**config.mk**
```make
export PLATFORM = sky130hd
export DESIGN_NAME = quad_down_timer
export DESIGN_NICKNAME = d
export VERILOG_FILES = /design/src/rtl/qtmr_pkg.sv /design/src/rtl/qtmr_prescale.sv /design/src/rtl/qtmr_channel.sv /design/src/rtl/qtmr_irq.sv /design/src/rtl/quad_down_timer.sv
export SDC_FILE = /design/constraint.sdc
export NUM_CORES = 1
export LEC_CHECK = 0
export ABC_AREA = 1
export BUFFER_PORTS_ARGS = -buffer_cell sky130_fd_sc_hd__buf_4
export CAP_MARGIN = 20
export CELL_PAD_IN_SITES_DETAIL_PLACEMENT = 2
export CELL_PAD_IN_SITES_GLOBAL_PLACEMENT = 2
export CORE_MARGIN = 1.5
export CORE_UTILIZATION = 37
export CTS_CLUSTER_DIAMETER = 150
export DETAILED_ROUTE_END_ITERATION = 8
export HOLD_SLACK_MARGIN = 0.12
export PLACE_DENSITY = 0.9
export SLEW_MARGIN = 20
export SYNTH_ARGS = -nofsm -noshare
export SYNTH_HDL_FRONTEND = slang
export SYNTH_SLANG_ARGS = --single-unit
```
**constraint.sdc**
```tcl
create_clock -name clk -period 4.35 [get_ports clk]
set_input_delay 1.0875 -clock clk [delete_from_list [all_inputs] [get_ports clk]]
set_output_delay 1.0875 -clock clk [all_outputs]
set_load 0.05 [all_outputs]
```
**src/rtl/qtmr_pkg.sv**
```systemverilog
`timescale 1ns/1ps
package qtmr_pkg;

  // Word index (bus_addr[3:2]) inside the shared block
  localparam logic [1:0] SH_MASK = 2'd0;
  localparam logic [1:0] SH_RAW  = 2'd1;
  localparam logic [1:0] SH_MIS  = 2'd2;
  localparam logic [1:0] SH_CLR  = 2'd3;

  // Word index inside a counter window
  localparam logic [1:0] CW_START = 2'd0;
  localparam logic [1:0] CW_LIVE  = 2'd1;
  localparam logic [1:0] CW_CTRL  = 2'd2;
  localparam logic [1:0] CW_BACK  = 2'd3;

  typedef enum logic [1:0] {
    PS_DIV1    = 2'b00,
    PS_DIV16   = 2'b01,
    PS_DIV256  = 2'b10,
    PS_DIV256X = 2'b11
  } pre_e;

  typedef struct packed {
    logic en;
    logic periodic;
    pre_e pre;
    logic wide;
    logic oneshot;
  } ctrl_t;

  function automatic ctrl_t ctrl_from_word(input logic [31:0] w);
    ctrl_t c;
    c.en       = w[7];
    c.periodic = w[6];
    c.pre      = pre_e'(w[3:2]);
    c.wide     = w[1];
    c.oneshot  = w[0];
    return c;
  endfunction

  function automatic logic [31:0] ctrl_to_word(input ctrl_t c);
    return {24'b0, c.en, c.periodic, 2'b00, c.pre, c.wide, c.oneshot};
  endfunction

endpackage

```
**src/rtl/qtmr_prescale.sv**
```systemverilog
`timescale 1ns/1ps
module qtmr_prescale #(
  parameter int PS_W = 8
) (
  input  logic              clk,
  input  logic              rst_n,
  input  logic              restart,
  input  logic              run,
  input  qtmr_pkg::pre_e    sel,
  output logic              step
);
  import qtmr_pkg::*;

  localparam logic [PS_W-1:0] LIM_1   = '0;
  localparam logic [PS_W-1:0] LIM_16  = PS_W'(15);
  localparam logic [PS_W-1:0] LIM_256 = PS_W'(255);

  logic [PS_W-1:0] phase_q;
  logic [PS_W-1:0] limit;

  always_comb begin
    case (sel)
      PS_DIV1:  limit = LIM_1;
      PS_DIV16: limit = LIM_16;
      default:  limit = LIM_256;
    endcase
  end

  assign step = run && (phase_q >= limit);

  always_ff @(posedge clk) begin
    if (!rst_n) begin
      phase_q <= '0;
    end else if (restart) begin
      phase_q <= '0;
    end else if (run) begin
      phase_q <= step ? '0 : phase_q + PS_W'(1);
    end
  end

endmodule

```
**src/rtl/qtmr_channel.sv**
```systemverilog
`timescale 1ns/1ps
module qtmr_channel #(
  parameter int DW   = 32,
  parameter int PS_W = 8
) (
  input  logic            clk,
  input  logic            rst_n,
  input  logic            tick_en,
  input  logic            wr_start,
  input  logic            wr_ctrl,
  input  logic            wr_back,
  input  logic [DW-1:0]   wdata,
  output logic [DW-1:0]   start_q,
  output logic [DW-1:0]   back_q,
  output logic [DW-1:0]   live,
  output qtmr_pkg::ctrl_t ctrl_q,
  output logic            expire
);
  import qtmr_pkg::*;

  localparam int NW = DW / 2;

  logic [DW-1:0] cur_q;
  logic          step;
  logic          at_zero;

  function automatic logic [DW-1:0] fit(input logic [DW-1:0] v, input logic wide);
    return wide ? v : {{(DW-NW){1'b0}}, v[NW-1:0]};
  endfunction

  assign live    = fit(cur_q, ctrl_q.wide);
  assign at_zero = (live == '0);
  assign expire  = step && (live == DW'(1));

  qtmr_prescale #(.PS_W(PS_W)) u_pre (
    .clk     (clk),
    .rst_n   (rst_n),
    .restart (wr_start),
    .run     (ctrl_q.en && tick_en && !wr_start),
    .sel     (ctrl_q.pre),
    .step    (step)
  );

  always_ff @(posedge clk) begin
    if (!rst_n) begin
      start_q <= '0;
      back_q  <= '0;
      ctrl_q  <= '0;
    end else begin
      if (wr_start) start_q <= wdata;
      if (wr_back)  back_q  <= wdata;
      if (wr_ctrl)  ctrl_q  <= ctrl_from_word(32'(wdata));
    end
  end

  always_ff @(posedge clk) begin
    if (!rst_n) begin
      cur_q <= '0;
    end else if (wr_start) begin
      cur_q <= wdata;
    end else if (step) begin
      if (!at_zero)          cur_q <= live - DW'(1);
      else if (ctrl_q.oneshot)  cur_q <= cur_q;
      else if (ctrl_q.periodic) cur_q <= back_q;
      else                      cur_q <= '1;
    end
  end

endmodule

```
**src/rtl/qtmr_irq.sv**
```systemverilog
`timescale 1ns/1ps
module qtmr_irq #(
  parameter int NCH = 4
) (
  input  logic           clk,
  input  logic           rst_n,
  input  logic [NCH-1:0] expire,
  input  logic           wr_mask,
  input  logic           wr_clr,
  input  logic [NCH-1:0] wbits,
  output logic [NCH-1:0] raw_q,
  output logic [NCH-1:0] mask_q,
  output logic [NCH-1:0] mis,
  output logic           irq
);

  logic [NCH-1:0] clr_bits;

  assign clr_bits = wr_clr ? wbits : '0;
  assign mis      = raw_q & mask_q;
  assign irq      = |mis;

  always_ff @(posedge clk) begin
    if (!rst_n) begin
      raw_q  <= '0;
      mask_q <= '0;
    end else begin
      raw_q <= (raw_q & ~clr_bits) | expire;
      if (wr_mask) mask_q <= wbits;
    end
  end

endmodule

```
**src/rtl/quad_down_timer.sv**
```systemverilog
`timescale 1ns/1ps
module quad_down_timer #(
  parameter int NCH  = 4,
  parameter int DW   = 32,
  parameter int AW   = 12,
  parameter int PS_W = 8
) (
  input  logic          clk,
  input  logic          rst_n,
  input  logic          tick_en,
  input  logic          bus_sel,
  input  logic          bus_wr,
  input  logic [AW-1:0] bus_addr,
  input  logic [DW-1:0] bus_wdata,
  output logic [DW-1:0] bus_rdata,
  output logic          irq
);
  import qtmr_pkg::*;

  localparam int BW = AW - 4;

  logic                     wr;
  logic [BW-1:0]            blk;
  logic [1:0]               word;
  logic                     sh_hit;
  logic [NCH-1:0]           ch_hit;
  logic [NCH-1:0]           expire;
  logic [NCH-1:0]           raw_q;
  logic [NCH-1:0]           mask_q;
  logic [NCH-1:0]           mis;
  logic [NCH-1:0][DW-1:0]   start_w;
  logic [NCH-1:0][DW-1:0]   back_w;
  logic [NCH-1:0][DW-1:0]   view_w;
  logic [NCH-1:0][DW-1:0]   ch_rd;
  ctrl_t [NCH-1:0]          ctrl_w;

  assign wr     = bus_sel && bus_wr;
  assign blk    = bus_addr[AW-1:4];
  assign word   = bus_addr[3:2];
  assign sh_hit = (blk == '0);

  for (genvar g = 0; g < NCH; g++) begin : g_ch
    assign ch_hit[g] = (blk == BW'(g + 1));

    qtmr_channel #(.DW(DW), .PS_W(PS_W)) u_ch (
      .clk      (clk),
      .rst_n    (rst_n),
      .tick_en  (tick_en),
      .wr_start (wr && ch_hit[g] && (word == CW_START)),
      .wr_ctrl  (wr && ch_hit[g] && (word == CW_CTRL)),
      .wr_back  (wr && ch_hit[g] && (word == CW_BACK)),
      .wdata    (bus_wdata),
      .start_q  (start_w[g]),
      .back_q   (back_w[g]),
      .live     (view_w[g]),
      .ctrl_q   (ctrl_w[g]),
      .expire   (expire[g])
    );

    always_comb begin
      case (word)
        CW_START: ch_rd[g] = start_w[g];
        CW_LIVE:  ch_rd[g] = view_w[g];
        CW_CTRL:  ch_rd[g] = DW'(ctrl_to_word(ctrl_w[g]));
        default:  ch_rd[g] = back_w[g];
      endcase
    end
  end

  qtmr_irq #(.NCH(NCH)) u_irq (
    .clk     (clk),
    .rst_n   (rst_n),
    .expire  (expire),
    .wr_mask (wr && sh_hit && (word == SH_MASK)),
    .wr_clr  (wr && sh_hit && (word == SH_CLR)),
    .wbits   (bus_wdata[NCH-1:0]),
    .raw_q   (raw_q),
    .mask_q  (mask_q),
    .mis     (mis),
    .irq     (irq)
  );

  always_comb begin
    bus_rdata = '0;
    if (bus_sel && sh_hit) begin
      case (word)
        SH_MASK: bus_rdata = DW'(mask_q);
        SH_RAW:  bus_rdata = DW'(raw_q);
        SH_MIS:  bus_rdata = DW'(mis);
        default: bus_rdata = '0;
      endcase
    end
    for (int i = 0; i < NCH; i++) begin
      if (bus_sel && ch_hit[i]) bus_rdata = ch_rd[i];
    end
  end

endmodule

```
==> run summary <==
Max-slew headroom - 29.3%
PD cells - 324 nW/um^2
Leak pwr - 13.8 nW
Synth Net Count - 4358
Post-CTS clock slew at the launch and capture registers of the worst setup and hold paths - 0.06 ns
End of the critical path - bus_rdata[21]
CTS HTree Levels - 2
Worst clock skew on the final layout - 0.0227 ns
Routed vias/inst - 6.55
Initial cell density of the core - 37.4%
Remaining DRCs - 0
Highest clock frequency the design can meet - 223 MHz
Die Outline Area - 74100 sq um
Number of max-capacitance violations reported - 0
Data required time at the worst endpoint - 3.26 ns
CP Launch Type - primary input
Startpoint of the worst register-to-register path - g_ch[2].u_ch.ctrl_q[1]$_SDFFE_PN0P_
WHS Path Cells - 2
Worst min-delay path category - reg -> reg
Violations in the final reports - negative setup slack
Number of distinct standard cells referenced by the synthesized netlist - 45
Post-detailed-placement cell area - 28600 sq um
Number of endpoints with negative hold slack in the final report - 0
Height of the die - 272 um
Post-DR wirelength/cell - 33.4 um
Transition time at the pin with the least slew margin - 1.06 ns
Iteration count of the initial detailed-routing pass - 7
Antenna violations before repair - 15
Share of Yosys cell area claimed by the top area cell type - 33.5%
Top cell type by total area after synthesis - sky130_fd_sc_hd__dfxtp_1
Gr usage total - 46.1%
Top area cells in the synthesized netlist - sky130_fd_sc_hd__dfxtp_1 (33%), sky130_fd_sc_hd__nand2_1 (18%), sky130_fd_sc_hd__a21oi_1 (7.0%)
Count of synthesis-stage warnings from yosys - 0
Critical register-to-register path endpoint - g_ch[2].u_ch.cur_q[14]$_SDFFE_PN0P_
Slew Limit Fails - 0
Synthesized area per cell - 6.27 sq um
Number of global-route vias before repair - 37400
Total wire length after detailed routing - 177000 um
Residual antenna-violating net count after detailed routing - 0
Clock latency on the worst-skew pair - 0.68 ns
Number of flip-flops and latches in the synthesized netlist - 448
Kind of end point of the critical path - output pin
Sum Neg Setup Slack - -0.299 ns
CTS Root Buffer Type - sky130_fd_sc_hd__clkbuf_16
Total number of vias - 34800
Number of setup buffers added after CTS - 0
Peak VDD IR - 310 uV
Highest-count cells in the layout ignoring fill and taps - sky130_fd_sc_hd__nand2_1 (1316), sky130_fd_sc_hd__dfxtp_1 (446), sky130_fd_sc_hd__inv_1 (444)
Final setup violation count - 9
Clk buf depth - 3
Worst Setup Path Type - in -> out
Most common library cell in the layout ignoring fill and taps - sky130_fd_sc_hd__nand2_1
Result of the run - complete, but fails checks
Final min period - 4.48 ns
Share of async-settable or async-resettable flops after synthesis - 0%
FF-to-FF setup slack - 0.50 ns
Die extent in x - 272 um
Depth of the worst register-to-register path - 13
PortBufs - 79
Sequential cell area fraction in the yosys report - 33.5%
Area delta synth->final - 14.3%
Fin crit share - 103%
Residual overflow from global routing - 0
Final #Nets - 4383
Maximum number of pins on one net before global-route repair - 106
Worst Setup Slack, final - -0.134 ns
Boundary Pins - 82
Post-synth EDFFs - 0
Startpoint of the most critical setup path - bus_addr[3]
Violation count after the first detailed-route iteration - 3956
Row count - 98
Routability-driven placement congestion ratio - 0.971
Design area - 30600 sq um
Count of fill cells added during filler insertion - 8727
Most instantiated flip-flop cell in the synthesis netlist - sky130_fd_sc_hd__dfxtp_1
Largest fanout on the critical path - 11
Arrival time at the worst endpoint - 3.40 ns
Clock sink count - 448
TritonCTS clock tree - yes
Core Area - 71600 sq um
Post-synthesis instance total - 4277
Fraction of final layout cells sized beyond drive strength 1 - 9.45%
Placement Setup Slack - 0.120 ns
Inserted Clock Buffers - 54
Global-route wire length before repair - 257000 um
Detailed placement HPWL - 106000 um
Netlist Area Pre-Place - 26800 sq um
Yosys cell counts, drive strengths merged (15+ instances only):
cell,instances
xor2,51
o22ai,84
clkbuf,136
a211oi,42
nand2,1361
dfxtp,448
buf,99
o221ai,47
nor2,358
inv,460
nor3,25
a221oi,15
ha,32
a21oi,373
o21ai,281
nand4,49
nand3,351
worst max-delay path: stages:
cell and delay (ns):
sky130_fd_sc_hd__buf_4 0.14, sky130_fd_sc_hd__inv_1 0.11, sky130_fd_sc_hd__nand2_8 0.18, sky130_fd_sc_hd__inv_2 0.15, sky130_fd_sc_hd__buf_4 0.21, sky130_fd_sc_hd__a21oi_1 0.53
sky130_fd_sc_hd__o22ai_2 0.33, sky130_fd_sc_hd__a21oi_1 0.28, sky130_fd_sc_hd__o21ai_0 0.14, sky130_fd_sc_hd__buf_4 0.21
sequential cells by signal, summed over array words and instances (netlist names):
register / flops
g_ch.u_ch.back_q: 128
g_ch.u_ch.ctrl_q: 24
g_ch.u_ch.cur_q: 128
g_ch.u_ch.start_q: 128
g_ch.u_ch.u_pre.phase_q: 32
u_irq.mask_q: 4
u_irq.raw_q: 4
stage by stage:
step | utilization [%] | hold slack [ns] | total power, mW | std cells
after global placement | 39.9 | 0.438 | 4.67 | 5194
after floorplan | - | 0.427 | 4.39 | 4277
after global routing | 42.8 | 0.482 | 10.0 | 5298
final | 42.8 | 0.472 | 9.94 | 5304
after CTS | 42.7 | 0.473 | 9.85 | 5295
after detailed placement | 39.9 | 0.449 | 4.68 | 5194
worst min path at each step:
stage / start / to / slack (ns)
floorplan: g_ch[0].u_ch.start_q[21]$_SDFFE_PN0P_ / g_ch[0].u_ch.start_q[21]$_SDFFE_PN0P_ / 0.43
global placement: g_ch[2].u_ch.start_q[6]$_SDFFE_PN0P_ / g_ch[2].u_ch.start_q[6]$_SDFFE_PN0P_ / 0.44
detailed placement: g_ch[0].u_ch.start_q[24]$_SDFFE_PN0P_ / g_ch[0].u_ch.start_q[24]$_SDFFE_PN0P_ / 0.45
CTS: g_ch[2].u_ch.start_q[6]$_SDFFE_PN0P_ / g_ch[2].u_ch.start_q[6]$_SDFFE_PN0P_ / 0.47
global route: g_ch[2].u_ch.start_q[6]$_SDFFE_PN0P_ / g_ch[2].u_ch.start_q[6]$_SDFFE_PN0P_ / 0.48
finish: g_ch[2].u_ch.start_q[7]$_SDFFE_PN0P_ / g_ch[2].u_ch.start_q[7]$_SDFFE_PN0P_ / 0.47
area by class of cell:
cell class	count	area (sq um)	share of cell area [%]
inverters	467	1760	5.74
flip-flops and latches	448	8970	29.3
well taps	950	1190	3.88
clock inverters	19	309	1.01
multi-input cells	3127	15100	49.1
repair buffers	204	1690	5.51
clock buffers	82	1650	5.39
diodes	7	17.5	0.0572
power by group:
group / switching (mW) / internal, mW / leakage, nW
Combinational: 0.452 / 0.0982 / 9.27
Sequential: 0.00155 / 4.10 / 3.61
Clock: 2.20 / 3.09 / 0.952
routing by layer:
| metal | global-route usage, % | vias up | part of all wire [%] |
|---|---|---|---|
| li1 | - | 14000 | - |
| met4 | 35.5 | 18 | 8.7 |
| met1 | 54.4 | 17500 | 37 |
| met2 | 70.6 | 2444 | 43 |
| met3 | 13.1 | 789 | 11 |
| met5 | 0 | - | 0.072 |
logic make-up after synthesis:
group / share of synthesized area (%)
simple gates: 33.9
compound gates: 18.5
flops: 33.5
fa+ha+maj: 1.49
buf+inv: 10.8
xor+xnor: 1.93
repair_timing:
action	CTS	global route
hold buffers	0	0
gates resized for setup	2	14
endpoints found under the setup margin	2	11
endpoints found under the hold margin	0	0
pin swaps	0	3
No activity file was read; power rests on OpenSTA's default activity.
